**config.mk**
```make
export PLATFORM = sky130hd
export DESIGN_NAME = useq_sequencer
export DESIGN_NICKNAME = d
export VERILOG_FILES = /design/src/rtl/useq_pkg.sv /design/src/rtl/useq_store.sv /design/src/rtl/useq_decode.sv /design/src/rtl/useq_cond_sel.sv /design/src/rtl/useq_ctrl.sv /design/src/rtl/useq_sequencer.sv
export SDC_FILE = /design/constraint.sdc
export NUM_CORES = 1
export LEC_CHECK = 0
export ABC_AREA = 1
export BUFFER_PORTS_ARGS = -buffer_cell sky130_fd_sc_hd__buf_4
export CORE_AREA = 2 2 39 41
export CTS_BUF_LIST = sky130_fd_sc_hd__clkbuf_2
export CTS_CLUSTER_SIZE = 30
export DETAILED_ROUTE_END_ITERATION = 6
export DIE_AREA = 0 0 41 43
export GPL_TIMING_DRIVEN = 1
export PLACE_DENSITY = 0.75
export SLEW_MARGIN = 20
export SYNTH_ARGS = -nofsm -noshare
export SYNTH_HDL_FRONTEND = slang
export SYNTH_SLANG_ARGS = --single-unit
```
**constraint.sdc**
```tcl
create_clock -name clk -period 1.89 [get_ports clk]
set_clock_uncertainty 0.15 [all_clocks]
set_input_delay 0.2835 -clock clk [delete_from_list [all_inputs] [get_ports clk]]
set_output_delay 0.2835 -clock clk [all_outputs]
set_load 0.01 [all_outputs]
```
**src/rtl/useq_pkg.sv**
```systemverilog
package useq_pkg;

    localparam int OP_W   = 4;
    localparam int EN_W   = 4;
    localparam int TEST_W = 2;
    localparam int OPS    = 2 ** OP_W;
    localparam int DEC_W  = EN_W + TEST_W;

    localparam int DEF_ADDR_W = 4;
    localparam int DEF_PAY_W  = 8;
    localparam int DEF_WORD_W = OP_W + DEF_PAY_W;
    localparam int DEF_DEPTH  = 2 ** DEF_ADDR_W;

    typedef enum logic {
        SEQ_IDLE = 1'b0,
        SEQ_RUN  = 1'b1
    } seq_state_e;

    typedef struct packed {
        logic [EN_W-1:0]   en;
        logic [TEST_W-1:0] test;
    } dec_entry_t;

    function automatic logic [OPS*DEC_W-1:0] build_decode();
        logic [OPS*DEC_W-1:0] tbl;
        dec_entry_t           ent;
        tbl = '0;
        for (int op = 0; op < OPS; op++) begin
            ent.en   = (op < 4) ? '0 : EN_W'(op);
            ent.test = TEST_W'(op);
            tbl[op*DEC_W +: DEC_W] = ent;
        end
        return tbl;
    endfunction

    function automatic logic [DEF_DEPTH*DEF_WORD_W-1:0] build_program();
        logic [DEF_DEPTH*DEF_WORD_W-1:0] prg;
        prg = '0;
        for (int i = 0; i < DEF_DEPTH - 1; i++) begin
            prg[i*DEF_WORD_W +: DEF_WORD_W] = {OP_W'(4 + (i % 12)), DEF_PAY_W'(i * 37)};
        end
        prg[(DEF_DEPTH-1)*DEF_WORD_W +: DEF_WORD_W] = {OP_W'(3), DEF_PAY_W'(0)};
        return prg;
    endfunction

    localparam logic [OPS*DEC_W-1:0]               DEF_DECODE = build_decode();
    localparam logic [DEF_DEPTH*DEF_WORD_W-1:0]    DEF_UCODE  = build_program();

endpackage

```
**src/rtl/useq_store.sv**
```systemverilog
module useq_store #(
    parameter int ADDR_W = 4,
    parameter int WORD_W = 12,
    parameter     UCODE  = useq_pkg::DEF_UCODE
) (
    input  logic [ADDR_W-1:0] addr_i,
    output logic [WORD_W-1:0] word_o
);
    localparam int DEPTH = 2 ** ADDR_W;

    logic [WORD_W-1:0] rom [DEPTH];

    for (genvar g = 0; g < DEPTH; g++) begin : g_word
        assign rom[g] = UCODE[g*WORD_W +: WORD_W];
    end

    assign word_o = rom[addr_i];
endmodule

```
**src/rtl/useq_decode.sv**
```systemverilog
module useq_decode
    import useq_pkg::*;
#(
    parameter int ADDR_W  = 4,
    parameter int MUX_W   = 2,
    parameter int CONST_W = 6,
    parameter     DECODE  = useq_pkg::DEF_DECODE
) (
    input  logic [OP_W+((ADDR_W > MUX_W+CONST_W) ? ADDR_W : MUX_W+CONST_W)-1:0] word_i,
    output logic [EN_W-1:0]    en_o,
    output logic [TEST_W-1:0]  test_o,
    output logic               branch_o,
    output logic [MUX_W-1:0]   mux_o,
    output logic [CONST_W-1:0] const_o,
    output logic [ADDR_W-1:0]  target_o
);
    localparam int DATA_W = MUX_W + CONST_W;
    localparam int PAY_W  = (ADDR_W > DATA_W) ? ADDR_W : DATA_W;
    localparam int WORD_W = OP_W + PAY_W;

    logic [OP_W-1:0]   opcode;
    logic [PAY_W-1:0]  payload;
    dec_entry_t        entry;
    logic [DATA_W-1:0] data_f;

    assign opcode  = word_i[WORD_W-1 -: OP_W];
    assign payload = word_i[PAY_W-1:0];
    assign entry   = dec_entry_t'(DECODE[opcode*DEC_W +: DEC_W]);
    assign data_f  = payload[DATA_W-1:0];

    always_comb begin
        en_o     = entry.en;
        branch_o = (entry.en == '0);
        target_o = payload[ADDR_W-1:0];
        if (branch_o) begin
            test_o  = entry.test;
            mux_o   = '0;
            const_o = '0;
        end else begin
            test_o  = '0;
            mux_o   = data_f[DATA_W-1 -: MUX_W];
            const_o = data_f[CONST_W-1:0];
        end
    end
endmodule

```
**src/rtl/useq_cond_sel.sv**
```systemverilog
module useq_cond_sel
    import useq_pkg::*;
#(
    parameter int COND_W = (2 ** TEST_W) - 2
) (
    input  logic [TEST_W-1:0] test_i,
    input  logic [COND_W-1:0] cond_i,
    output logic              take_o
);
    localparam int SRC_N = 2 ** TEST_W;

    logic [SRC_N-1:0] cand;

    assign cand[0]       = 1'b0;
    assign cand[SRC_N-1] = 1'b1;
    for (genvar k = 0; k < COND_W; k++) begin : g_cond
        assign cand[k+1] = cond_i[k];
    end

    assign take_o = cand[test_i];
endmodule

```
**src/rtl/useq_ctrl.sv**
```systemverilog
module useq_ctrl
    import useq_pkg::*;
#(
    parameter int ADDR_W = 4
) (
    input  logic              clk,
    input  logic              rst,
    input  logic              take_i,
    input  logic [ADDR_W-1:0] target_i,
    output logic              run_o,
    output logic [ADDR_W-1:0] upc_o
);
    seq_state_e        st_q, st_nx;
    logic [ADDR_W-1:0] upc_q, upc_nx;

    always_ff @(posedge clk) begin
        if (rst) begin
            st_q  <= SEQ_IDLE;
            upc_q <= '0;
        end else begin
            st_q  <= st_nx;
            upc_q <= upc_nx;
        end
    end

    always_comb begin
        st_nx  = st_q;
        upc_nx = upc_q;
        unique case (st_q)
            SEQ_IDLE: begin
                st_nx = SEQ_RUN;
            end
            SEQ_RUN: begin
                st_nx  = SEQ_RUN;
                upc_nx = take_i ? target_i : upc_q + 1'b1;
            end
            default: st_nx = SEQ_IDLE;
        endcase
    end

    assign run_o = (st_q == SEQ_RUN);
    assign upc_o = upc_q;

    // a taken branch lands on its target
    a_r6_branch_load: assert property (@(posedge clk) disable iff (rst)
        (run_o && take_i) |=> (upc_o == $past(target_i)));

    // a step without a taken branch increments
    a_r7_increment: assert property (@(posedge clk) disable iff (rst)
        (run_o && !take_i) |=> (upc_o == ADDR_W'($past(upc_o) + 1'b1)));
endmodule

```
**src/rtl/useq_sequencer.sv**
```systemverilog
module useq_sequencer
    import useq_pkg::*;
#(
    parameter int ADDR_W  = 4,
    parameter int MUX_W   = 2,
    parameter int CONST_W = 6,
    parameter int COND_W  = (2 ** TEST_W) - 2,
    parameter     UCODE   = useq_pkg::DEF_UCODE,
    parameter     DECODE  = useq_pkg::DEF_DECODE
) (
    input  logic               clk,
    input  logic               rst,
    input  logic [COND_W-1:0]  cond_i,
    output logic [EN_W-1:0]    reg_en_o,
    output logic [MUX_W-1:0]   mux_sel_o,
    output logic [CONST_W-1:0] const_o,
    output logic [ADDR_W-1:0]  addr_o
);
    localparam int DATA_W = MUX_W + CONST_W;
    localparam int PAY_W  = (ADDR_W > DATA_W) ? ADDR_W : DATA_W;
    localparam int WORD_W = OP_W + PAY_W;

    logic [WORD_W-1:0]  word;
    logic [EN_W-1:0]    dec_en;
    logic [TEST_W-1:0]  dec_test;
    logic               dec_branch;
    logic [MUX_W-1:0]   dec_mux;
    logic [CONST_W-1:0] dec_const;
    logic [ADDR_W-1:0]  dec_target;
    logic               take;
    logic               run;
    logic [ADDR_W-1:0]  upc;

    useq_store #(
        .ADDR_W (ADDR_W),
        .WORD_W (WORD_W),
        .UCODE  (UCODE)
    ) store_i (
        .addr_i (upc),
        .word_o (word)
    );

    useq_decode #(
        .ADDR_W  (ADDR_W),
        .MUX_W   (MUX_W),
        .CONST_W (CONST_W),
        .DECODE  (DECODE)
    ) decode_i (
        .word_i   (word),
        .en_o     (dec_en),
        .test_o   (dec_test),
        .branch_o (dec_branch),
        .mux_o    (dec_mux),
        .const_o  (dec_const),
        .target_o (dec_target)
    );

    useq_cond_sel #(
        .COND_W (COND_W)
    ) cond_sel_i (
        .test_i (dec_test),
        .cond_i (cond_i),
        .take_o (take)
    );

    useq_ctrl #(
        .ADDR_W (ADDR_W)
    ) ctrl_i (
        .clk      (clk),
        .rst      (rst),
        .take_i   (take),
        .target_i (dec_target),
        .run_o    (run),
        .upc_o    (upc)
    );

    always_comb begin
        if (run) begin
            reg_en_o  = dec_en;
            mux_sel_o = dec_mux;
            const_o   = dec_const;
        end else begin
            reg_en_o  = '0;
            mux_sel_o = '0;
            const_o   = '0;
        end
        addr_o = upc;
    end

    // the cycle after reset is quiet and at address 0
    a_r1_boot_quiet: assert property (@(posedge clk) disable iff (rst)
        $past(rst) |-> (addr_o == '0 && reg_en_o == '0 && mux_sel_o == '0 && const_o == '0));

    // branch-form words drive no mux select or constant
    a_r4_branch_quiet: assert property (@(posedge clk) disable iff (rst)
        (dec_branch) |-> (mux_sel_o == '0 && const_o == '0));

    // a constant-form step never branches
    a_r8_const_steps: assert property (@(posedge clk) disable iff (rst)
        (run && reg_en_o != '0) |=> (addr_o == ADDR_W'($past(addr_o) + 1'b1)));

    // test 0 never branches, the all-ones test always does
    a_r5_test_ends: assert property (@(posedge clk) disable iff (rst)
        ((dec_test == '0) |-> !take) and ((dec_test == '1) |-> take));
endmodule

```
==> out/qor.yml <==
status:
  outcome: "finished with violations"
  violations: "negative setup slack"
global_routing:
  antenna_found_initial: 0
  grt_max_degree: 12
  grt_pass1_wl_mm: 3.291
  grt_pass1_vias: 734
  grt_usage_pct: 27.01
  grt_overflow: 0
cts:
  cts_root_buffer: "clkbuf_2"
  cts_hold_buf: 0
  clock_latency_ns: 0.22
  clk_path_buf_depth: 2
  numCtsBuffers: 3
  cts_max_level: 1
  cts.clk_slew.worst_paths_ns: 0.06
  cts.sinks: 5
  cts_tree: "yes"
synth:
  async_reset_ff_share_pct: 0
  syn_avg_cell_area_um2: 6.243
  postSynthCellCount: 100
  yosysTopAreaCell: "dfxtp_1"
  seq_area_frac_synth_pct: 16.03
  synth-edff-count: 0
  ys_top_cells_by_area: "dfxtp_1, nand2_1, ha_1"
  synth_fp_nets: 109
  netlist.area_leader.share_pct: 16.03
  syn_area_um2: 624.3
  ys_types: 27
  synth_top_flop_cell: "dfxtp_1"
  ys_ff_latch: 5
  yosys_warnings: 0
pwr:
  peakVddDrop_mv: 0.4522
  cellPowerDensity_nw_per_um2: 456.5
  p_leak_nw: 0.5311
placement:
  place_congestion: 0.8532
  place.detailed.instances: 138
  dpl-instance-area_um2: 805.8
  port-buffer-count: 19
  dpl.hpwl_mm: 1.325
timing:
  timing.hold.ws_ns: 0.05710
  drv_slew: 0
  hold_violations: 0
  fin_ws_ns: -0.02873
  slew_headroom_pct: 72.64
  rsz0062_at_grt: "true"
  setup_viol: 2
  timing.setup.tns_ns: -0.03179
  worst_pin_slew_ns: 0.4098
  post-route-period-util_pct: 101.5
  period_minus_slack_ns: 1.919
  fmax_ghz: 0.5212
routing:
  wl_per_cell_um: 15.23
  drt-total-wl_mm: 2.285
  vias_per_cell: 5.507
  drc: 0
  dr_total_vias: 826
  detail-route-antenna-nets: 0
  first_iter_violations: 25
  dr.pass1.iters: 4
hold_path:
  hold_class: "primary input to register"
finish:
  final_cell_area_um2: 1002
  fin_cells: 150
  mostFrequentLayoutCells: "buf_4, nand2_1, nor2_1"
  final_common_cell: "buf_4"
  fillers: 120
  drive_gt1_share_pct: 50.75
  diodes: 0
  nets: 144
  areaGrowthSynthToFinish_pct: 60.52
die:
  num_rows: 14
  die_area_um2: 1763
  start_util_pct: 45.12
  dieWidth_um: 41
  dieHeight_um: 43
  core_um2: 1384
  num_io_pins: 20
worst_setup_path:
  critPathCaptureType: "primary output"
  worst_setup_path_start_kind: "register"
  worstPathRequired_ns: 1.46
  crit_type: "register to primary output"
  crit_fanout: 5
  worstPathArrival_ns: 1.49
flow_run:
  cap_violations: 0
-- cells by family after synthesis --
kind of cell,count (synthesis),share of synthesized area [%]
adders and majority gates,5,10.02
buffers and inverters,15,12.02
AOI/OAI and AO/OA,22,19.24
xor gates and xnor gates,1,1.403
and+or+nand+nor,52,41.29
DFF,5,16.03
-- worst max-delay path, cell delays in order (launching register included) --
cell and delay [ns]:
dfxtp_4 0.37, buf_6 0.13, ha_4 0.15, or2_4 0.26
o21ai_4 0.15, nor2_1 0.06, buf_4 0.14
-- final cells by class --
class / count / area (um2) / area share (%)
Inverter: 11 / 48.80 / 4.869
Tap cell: 16 / 20.02 / 1.998
Timing Repair Buffer: 34 / 266.5 / 26.59
Sequential cell: 5 / 112.6 / 11.24
Multi-Input combinational cell: 80 / 534.3 / 53.31
Clock buffer: 4 / 20.02 / 1.998
-- per-layer routing --
layer | part of all wire, % | global-route usage (%) | routed length [um]
met2 | 50 | 41.25 | 1147
met3 | 4.5 | 6.806 | 103
met4 | 4.3 | 10.00 | 99
met1 | 41 | 35.05 | 935
met5 | 0 | 0 | 0
-- per-stage QoR --
| stage | power [mW] | setup slack [ns] | util (%) |
|---|---|---|---|
| 6_report | 0.4575 | -0.02873 | 72.42 |
| 5_1_grt | 0.4803 | -0.08598 | 72.42 |
| 4_1_cts | 0.4216 | -0.01470 | 66.82 |
| 3_5_place_dp | 0.2833 | 0.05451 | 58.23 |
| 3_3_place_gp | 0.2806 | 0.09454 | 58.23 |
| 2_1_floorplan | 0.2190 | 0.08206 | - |
-- what timing repair did --
item | CTS | global route
buffers inserted | 8 | 0
resized for setup | 16 | 20
pin swaps | 7 | 6
setup endpoints to repair | 9 | 11
-- power by group --
| part | total, mW | switching (mW) | internal (mW) |
|---|---|---|---|
| combinational | 0.221 | 0.114 | 0.107 |
| sequential | 0.129 | 0.0176 | 0.112 |
| clock | 0.107 | 0.0511 | 0.0562 |
| total | 0.458 | 0.182 | 0.275 |
-- state kept, by name (all words and copies together), names as in the netlist --
name,flops
ctrl_i.upc_o,4
ctrl_i.run_o,1
-- synth_stat cells, types with 2 or more instances --
master	count
a21oi_1	6
buf_6	2
o21ai_0	11
nand2_1	22
nand2_2	3
inv_2	3
nor2_1	14
ha_1	5
nor3_1	2
inv_1	8
nand3_1	4
dfxtp_1	5
-- final timing paths --
path,startpoint,to,slack (ns),cells past startpoint
max,ctrl_i.upc_o[1]$_SDFFE_PP0P_,const_o[2],-0.03,6
max reg2reg,ctrl_i.upc_o[1]$_SDFFE_PP0P_,ctrl_i.upc_o[2]$_SDFFE_PP0P_,0.01,11
min reg2reg,ctrl_i.upc_o[1]$_SDFFE_PP0P_,ctrl_i.upc_o[1]$_SDFFE_PP0P_,0.48,2
min,rst,ctrl_i.upc_o[3]$_SDFFE_PP0P_,0.06,2
Note: power is estimated with default switching activity, not from simulation.
